### config.mk
export PLATFORM = sky130hd
export DESIGN_NAME = dma_chan_seq
export DESIGN_NICKNAME = d
export VERILOG_FILES = /design/src/rtl/dma_chan_seq.sv
export SDC_FILE = /design/constraint.sdc
export NUM_CORES = 1
export LEC_CHECK = 0
export BUFFER_PORTS_ARGS = -buffer_cell sky130_fd_sc_hd__buf_4
export CORE_MARGIN = 2
export CORE_UTILIZATION = 45
export DETAILED_ROUTE_END_ITERATION = 6
export HOLD_SLACK_MARGIN = 0.06
export PLACE_DENSITY = 0.64
export SLEW_MARGIN = 20
export SYNTH_ARGS = -nofsm -noshare
export SYNTH_HDL_FRONTEND = slang
export SYNTH_SLANG_ARGS = --single-unit
### constraint.sdc
create_clock -name clk -period 6.8 [get_ports clk]
set_input_delay 1.02 -clock clk [delete_from_list [all_inputs] [get_ports clk]]
set_output_delay 1.02 -clock clk [all_outputs]
set_load 0.02 [all_outputs]
### src/rtl/dma_chan_seq.sv
module dma_chan_seq #(
  parameter int AW        = 32,
  parameter int CW        = 24,
  parameter int RELOAD_EN = 0
) (
  input  logic          clk,
  input  logic          rst_n,
  input  logic          reg_we,
  input  logic [1:0]    reg_sel,
  input  logic [AW-1:0] reg_wdata,
  output logic [AW-1:0] reg_rdata,
  output logic          req,
  input  logic          gnt,
  output logic          mem_valid,
  output logic          mem_we,
  output logic [AW-1:0] mem_addr,
  output logic [1:0]    mem_size,
  input  logic          mem_ready,
  output logic          irq
);
  localparam bit HAS_RLD = (RELOAD_EN != 0);

  typedef enum logic [1:0] {S_IDLE, S_RD, S_WR, S_GAP} state_t;
  state_t state;

  logic [AW-1:0] src, src_init, dst;
  logic [CW-1:0] cnt;
  logic          en, tend, ie, burst, rld;
  logic [1:0]    usz, sm, dm;
  logic [4:0]    stepb;
  logic          unit_done, last;

  assign stepb     = (usz == 2'd3) ? 5'd16 : (5'd1 << usz);
  assign unit_done = (state == S_WR) && mem_ready;
  assign last      = (cnt == CW'(1));

  function automatic logic [AW-1:0] step_addr(input logic [AW-1:0] a, input logic [1:0] mode,
                                              input logic [4:0] s);
    case (mode)
      2'd1:    return a + AW'(s);
      2'd2:    return a - AW'(s);
      default: return a;
    endcase
  endfunction

  always_ff @(posedge clk or negedge rst_n) begin
    if (!rst_n) begin
      src <= '0; src_init <= '0; dst <= '0; cnt <= '0;
      en <= 1'b0; tend <= 1'b0; ie <= 1'b0; burst <= 1'b0; rld <= 1'b0;
      usz <= '0; sm <= '0; dm <= '0;
    end else begin
      if (reg_we) begin
        case (reg_sel)
          2'd0: begin src <= reg_wdata; src_init <= reg_wdata; end
          2'd1: dst <= reg_wdata;
          2'd2: cnt <= reg_wdata[CW-1:0];
          default: begin
            en    <= reg_wdata[0];
            tend  <= tend & reg_wdata[1] & ~(reg_wdata[0] & ~en);
            ie    <= reg_wdata[2];
            burst <= reg_wdata[3];
            usz   <= reg_wdata[5:4];
            sm    <= reg_wdata[7:6];
            dm    <= reg_wdata[9:8];
            rld   <= reg_wdata[10] & HAS_RLD;
          end
        endcase
      end
      if (unit_done) begin
        src <= (HAS_RLD && rld) ? src_init : step_addr(src, sm, stepb);
        dst <= step_addr(dst, dm, stepb);
        cnt <= cnt - CW'(1);
        if (last) tend <= 1'b1;
      end
    end
  end

  always_ff @(posedge clk or negedge rst_n) begin
    if (!rst_n) state <= S_IDLE;
    else begin
      case (state)
        S_IDLE: if (req && gnt) state <= S_RD;
        S_RD:   if (mem_ready) state <= S_WR;
        S_WR:   if (mem_ready) begin
                  if (last || !en) state <= S_IDLE;
                  else if (burst)  state <= S_RD;
                  else             state <= S_GAP;
                end
        default: state <= S_IDLE;
      endcase
    end
  end

  assign req       = (state == S_RD) || (state == S_WR) || ((state == S_IDLE) && en && !tend);
  assign mem_valid = (state == S_RD) || (state == S_WR);
  assign mem_we    = (state == S_WR);
  assign mem_addr  = (state == S_WR) ? dst : src;
  assign mem_size  = usz;
  assign irq       = tend & ie;

  always_comb begin
    reg_rdata = '0;
    case (reg_sel)
      2'd0: reg_rdata = src;
      2'd1: reg_rdata = dst;
      2'd2: reg_rdata[CW-1:0] = cnt;
      default: begin
        reg_rdata[0]   = en;
        reg_rdata[1]   = tend;
        reg_rdata[2]   = ie;
        reg_rdata[3]   = burst;
        reg_rdata[5:4] = usz;
        reg_rdata[7:6] = sm;
        reg_rdata[9:8] = dm;
        reg_rdata[10]  = rld;
      end
    endcase
  end

  AST_CMD_HOLD: assert property (@(posedge clk) disable iff (!rst_n)
    mem_valid && !mem_ready && !reg_we |=> mem_valid && $stable(mem_addr) && $stable(mem_we));
  AST_RD_THEN_WR: assert property (@(posedge clk) disable iff (!rst_n)
    mem_valid && mem_ready && !mem_we |=> mem_valid && mem_we);
  AST_STEAL_GAP: assert property (@(posedge clk) disable iff (!rst_n)
    unit_done && !burst && !last |=> !req);
  AST_BURST_NEXT: assert property (@(posedge clk) disable iff (!rst_n)
    unit_done && burst && !last && en |=> req && mem_valid && !mem_we);
  AST_COUNT_STEP: assert property (@(posedge clk) disable iff (!rst_n)
    unit_done |=> cnt == $past(cnt) - CW'(1));
  AST_END_SET: assert property (@(posedge clk) disable iff (!rst_n)
    unit_done && last |=> tend && !req);
  AST_IRQ_RISE: assert property (@(posedge clk) disable iff (!rst_n)
    $rose(irq) |-> $past(unit_done) || ($past(reg_we) && $past(reg_sel) == 2'd3));
endmodule

After elaboration in Yosys (flattened, before gate mapping)
Cells that the tools add are included.
Cells by class
  add/sub/neg operators: 5
  equality and inequality tests: 15
  shift operators: 1
  muxes and demuxes: 26
  bitwise operators: 7
  reduce and logical (&&, ||, !) cells: 21
Operators with widths (number)
  two-way mux 32 bit: 7
  one-hot mux 32 bit (2 select lines): 2
  two-way mux 24 bit: 3
  adder 32 x 5 -> 32 bit: 2
  subtractor 32 x 5 -> 32 bit: 2
  one-hot mux 13 bit (3 select lines): 1
  one-hot mux 11 bit (3 select lines): 1
  equality test 24 x 1 -> 1 bit (second input constant): 1
  subtractor 24 x 1 -> 24 bit (second input constant): 1
  one-hot mux 8 bit (2 select lines): 1
  equality test 2 bit (second input constant): 5
  two-way mux 2 bit: 5
  AND reduction 3 bit: 3
  equality test 2 x 1 -> 1 bit (second input constant): 4
  nonzero test 2 bit: 4
  inequality test 3 x 1 -> 1 bit (second input constant): 2
  one-hot mux 2 bit (3 select lines): 1
  two-way mux 5 bit: 1
  left shift 1 x 2 -> 5 bit (first input constant): 1
  AND 1 bit: 4
  logical AND 1 bit: 4
  logical NOT 2 bit: 2
  two-way mux 1 bit: 4
  inequality test 2 bit (second input constant): 2
  other kinds (6): 12
Storage, ports and cells
  bits in registers: 100
  input bits: 39
  logic and storage cells: 86

Depth between registers and ports, before layout
  depth in word-level cells: 8
  mapped depth: 14
  depth with buffers taken out: 13

Worst setup path before layout
No wires, ideal clock.
  path kind: input port to output port
  start point: input reg_sel[0]
  end point: output reg_rdata[24]
  arrival: 2669 ps
  required time: 5780 ps
  setup slack: 3111 ps
  stages on the path: 5
  path buffers: 3
  cell sequence: clkbuf_1 buf_1 clkbuf_1 mux2i_1 nor2_1
On the way
  cells in the longest elaborated chain, start to end: 2
RTL lines
  start, declared: RTL line 9  | input logic [1:0] reg_sel,
  equality test 2 x 1 -> 1 bit or logical NOT 2 bit (tied branches): RTL line 103  | case (reg_sel)
  one-hot mux 8 bit (2 select lines) (*): RTL line 103
  end, declared: RTL line 11  | output logic [AW-1:0] reg_rdata,
Every way passes the cells marked *; elsewhere a longest branch is shown, timed or not.

Worst setup path after layout
  start point: register dm[1]
  end point: register dst[29]
On the way
  cells in the longest elaborated chain, start to end: 3
RTL lines
  start, declared: RTL line 29  | logic [1:0] usz, sm, dm;
  start signal, assigned: RTL line 64  | dm <= reg_wdata[9:8];
  equality test 2 bit or equality test 2 x 1 -> 1 bit (tied branches): RTL line 39  | case (mode)
  inequality test 3 x 1 -> 1 bit (no source line) or one-hot mux 32 bit (2 select lines) (tied branches)
  AND reduction 3 bit (no source line) or two-way mux 32 bit (tied branches)
  end signal, assigned: RTL line 55  | 2'd1: dst <= reg_wdata;
  end signal, assigned: RTL line 71  | dst <= step_addr(dst, dm, stepb);
  end, declared: RTL line 26  | logic [AW-1:0] src, src_init, dst;
Parallel ways exist; a longest one is shown, timed or not.
A chain may end at the register's enable or synchronous reset.

==> impl_summary.txt <==
----------------------------------------------------
[Power and ir drop]
  Leakage power ... 4.69 nW
  Power density normalized to cell area ... 490 nW/µm²
  Maximum vdd drop ... 0.154 mV

[Finish]
  Diode insertion count for antenna repair ... 0
  Layout fillers ... 1947
  Finished Layout Cells ... 1486
  Layout Cell Area excl Fill ... 10500 µm²
  Fraction of layout cells with a size suffix above 1 ... 16.4%
  Layout Area Growth over Synthesis ... 13.3%
  Post-layout net count ... 1321

[Routing]
  Violation count after the first detailed-routing iteration ... 642
  Via density per instance ... 6.05
  Total detailed-routing wirelength ... 30500 µm
  DRC Markers ... 0
  Total iterations of the first detailed-routing run ... 5
  Overall via count from detail_route ... 8995
  Routed Antenna Nets ... 0
  Wire length per cell after detailed routing ... 20.5 µm

[Synth]
  Ranking of synthesized cells by instance count ... nand2_1, a21oi_1, o21ai_0, dfrtp_1, nor2_1
  Gate count after technology mapping ... 1150
  Parity-gate share of the synthesized area counting xor and xnor cells ... 4.72%
  Post-Syn Nets ... 1259
  Synthesized-area fraction occupied by ao, oa, aoi and oai cells ... 26.4%
  Share of synthesized area occupied by flip-flops and latches ... 27.0%
  Synth Register Bits ... 100
  Adder-Cell Fraction of Synth Area ... 9.61%
  Main area contributors after synthesis ... dfrtp_1, ha_1, a21oi_1
  Post-synthesis average cell area ... 8.06 µm²
  Dominant synthesized flop cell ... dfrtp_1
  Cell accounting for the most synthesized area ... dfrtp_1
  Share of Yosys cell area claimed by the top area cell type ... 27.0%
  Syn Std Cell Area ... 9270 µm²
  Fraction of registers with async set or reset after synthesis ... 100%
  Most numerous cell in the Yosys netlist ... nand2_1
  Dominant combinational cell family by area after synthesis ... compound AO/OA/AOI/OAI gates
  Count of flip-flops with a built-in enable after synthesis ... 0
  Post-synth cell types ... 66
  Multiplexer share of the synthesized area ... 9.70%
  Simple-gate portion of the synthesized area ... 18.5%
  Yosys warning total ... 0

[Timing]
  Count of endpoints failing hold in the final timing report ... 0
  Setup total negative slack ... 0 ns
  Final worst hold slack ... 0.544 ns
  Number of setup violations in the final report ... 0
  Layout Skew ... 0.0131 ns
  Relative slew slack ... 28.6%
  Max Freq ... 227 MHz
  Fin crit period ... 4.40 ns
  Number of max-slew violations in the final report ... 0
  Slew @ Worst Pin ... 1.07 ns
  Share of the clock period used by the worst path ... 64.7%
  RSZ-0062 raised after global routing ... no

[Critical path]
  Classification of the worst setup path ... register to register
  Largest stage delay on the critical path ... 0.73 ns
  Length in cells of the worst reg-to-reg path ... 11
  Crit path max fanout ... 27
  Crit Reg-Reg Startpoint ... dm[1]
  Number of cells on the critical path ... 11
  Cell with the largest stage delay on the worst path ... o41ai_1
  Critical R2R Capture ... dst[29]
  Number of buffers and inverters on the critical path ... 1
  Launching instance or port of the critical path ... dm[1]
  WP data arrival ... 4.59 ns
  Slack of the worst reg-to-reg path ... 2.40 ns
  Worst path required time ... 6.99 ns
  Category of the worst setup path launch point ... register
  Cell family with most CP delay ... compound AO/OA/AOI/OAI gates
  Crit. End Element ... register
  Chain of cells forming the critical path ... nand2b_1, inv_1, ha_1, nand3_1, a211oi_1, a21boi_0, o41ai_1, a21oi_1, o21ai_0, xnor2_1, o221ai_1
  Critical Path Sink ... dst[29]

[Clocking]
  Resized cells post-CTS ... 0
  Post-CTS setup buffer count ... 0
  Worst skew pair latency ... 0.36 ns
  Clock transition at the registers of the reported paths ... 0.07 ns
  Clock root cell ... clkbuf_16
  Longest Clk Path Bufs ... 2
  Count of hold-fix buffers inserted at cts ... 0
  CTS tree ... built
  Total clock sinks ... 100
  Number of clock buffers inserted by TritonCTS ... 9
  H-tree level count ... 3

[Global route]
  Via count of the first global-routing pass ... 8347
  Number of antenna violations at the first check in global routing ... 0
  Wire length of the first global-routing pass ... 47900 µm
  Global route total overflow ... 0
  Pin count of the biggest net entering global routing ... 74
  Aggregate global-route resource usage ... 28.1%

[Floorplan]
  Starting density of the core ... 45.8%
  Number of cell rows ... 52
  Die area ... 21800 µm²
  Die Span X ... 148 µm
  Top-level port count ... 109
  Area of the core region ... 20200 µm²
  Vert. Die Dim ... 148 µm

[Flow run]
  Max Cap Viol ... 0

[Placed design]
  Number of buffer cells added on primary ports ... 108
  Inst Count DP ... 1471
  HPWL after detailed placement ... 23000 µm
  Routability congestion estimate ... 0.925
  Instance area after placement ... 10200 µm²

[Min path]
  Kind of path behind the tightest hold check ... register to register

[Run status]
  Outcome ... finished clean

----------------------------------------------------
## where the power goes
| part | internal [mW] | switching (mW) |
|---|---|---|
| registers | 0.855 | 0.409 |
| clock network | 0.320 | 0.240 |
| logic | 1.42 | 1.91 |
| total | 2.59 | 2.56 |
## flip-flops by register name, summed over array words and instances (netlist names), 2 cells and up
name	flops
dst	32
src	32
cnt	24
dm	2
mem_size	2
sm	2
state	2
## per-stage QoR
stage	power [mW]	util (%)	worst slack [ns]
6_report	5.15	51.9	2.40
5_1_grt	5.56	51.9	1.94
2_1_floorplan	3.52	-	3.11
3_5_place_dp	4.53	50.4	2.38
4_1_cts	5.11	51.9	2.36
3_3_place_gp	4.51	50.4	2.49
## cells by family after synthesis
family	after synthesis
AO/OA/AOI/OAI	397
AND/OR/NAND/NOR	372
flip-flops	100
buffers and inverters	89
multiplexers	72
adder cells (fa/ha/maj)	70
XOR/XNOR	50
## per-layer routing
layer | track usage, % | part of all wire (%) | vias up
li1 | - | - | 4354
met4 | 6.39 | 1.8 | 0
met2 | 40.9 | 43 | 291
met3 | 4.97 | 7.8 | 33
met5 | 0 | 0 | -
met1 | 43.1 | 47 | 4317
## placed cells by master, fill, tap and decap left out, types with 11 or more instances in the layout
master,netlist,routed
xor2_1,18,18
nor2_1,100,99
nand2_1,143,142
a211oi_1,17,17
dfrtp_1,100,100
inv_1,26,26
nor3_1,21,21
nand3_1,13,13
xnor2_1,32,32
and2_1,17,16
a21oi_1,131,131
mux2i_1,22,22
o21ai_0,109,109
ha_1,68,67
a31oi_1,11,11
a21o_1,33,33
buf_4,1,114
nand4_1,12,12
mux2_2,40,40
## area by class of cell
cell class	instances	area, µm²	share of cell area, %
Sequential cell	100	2500	23.8
Clock buffer	10	229	2.18
Inverter	26	97.6	0.929
Tap cell	270	338	3.22
Timing Repair Buffer	114	856	8.14
Clock inverter	5	77.6	0.738
Multi-Input combinational cell	961	6410	61.0
## worst min path at each step
stage	from	to	cells past startpoint
after floorplan	cnt[22]	cnt[22]	1
after global placement	dst[9]	dst[9]	2
after detailed placement	dm[0]	dm[0]	1
after CTS	dm[0]	dm[0]	1
after global routing	cnt[23]	cnt[23]	2
final	dm[0]	dm[0]	1
Power figures use the tool's default switching activity.
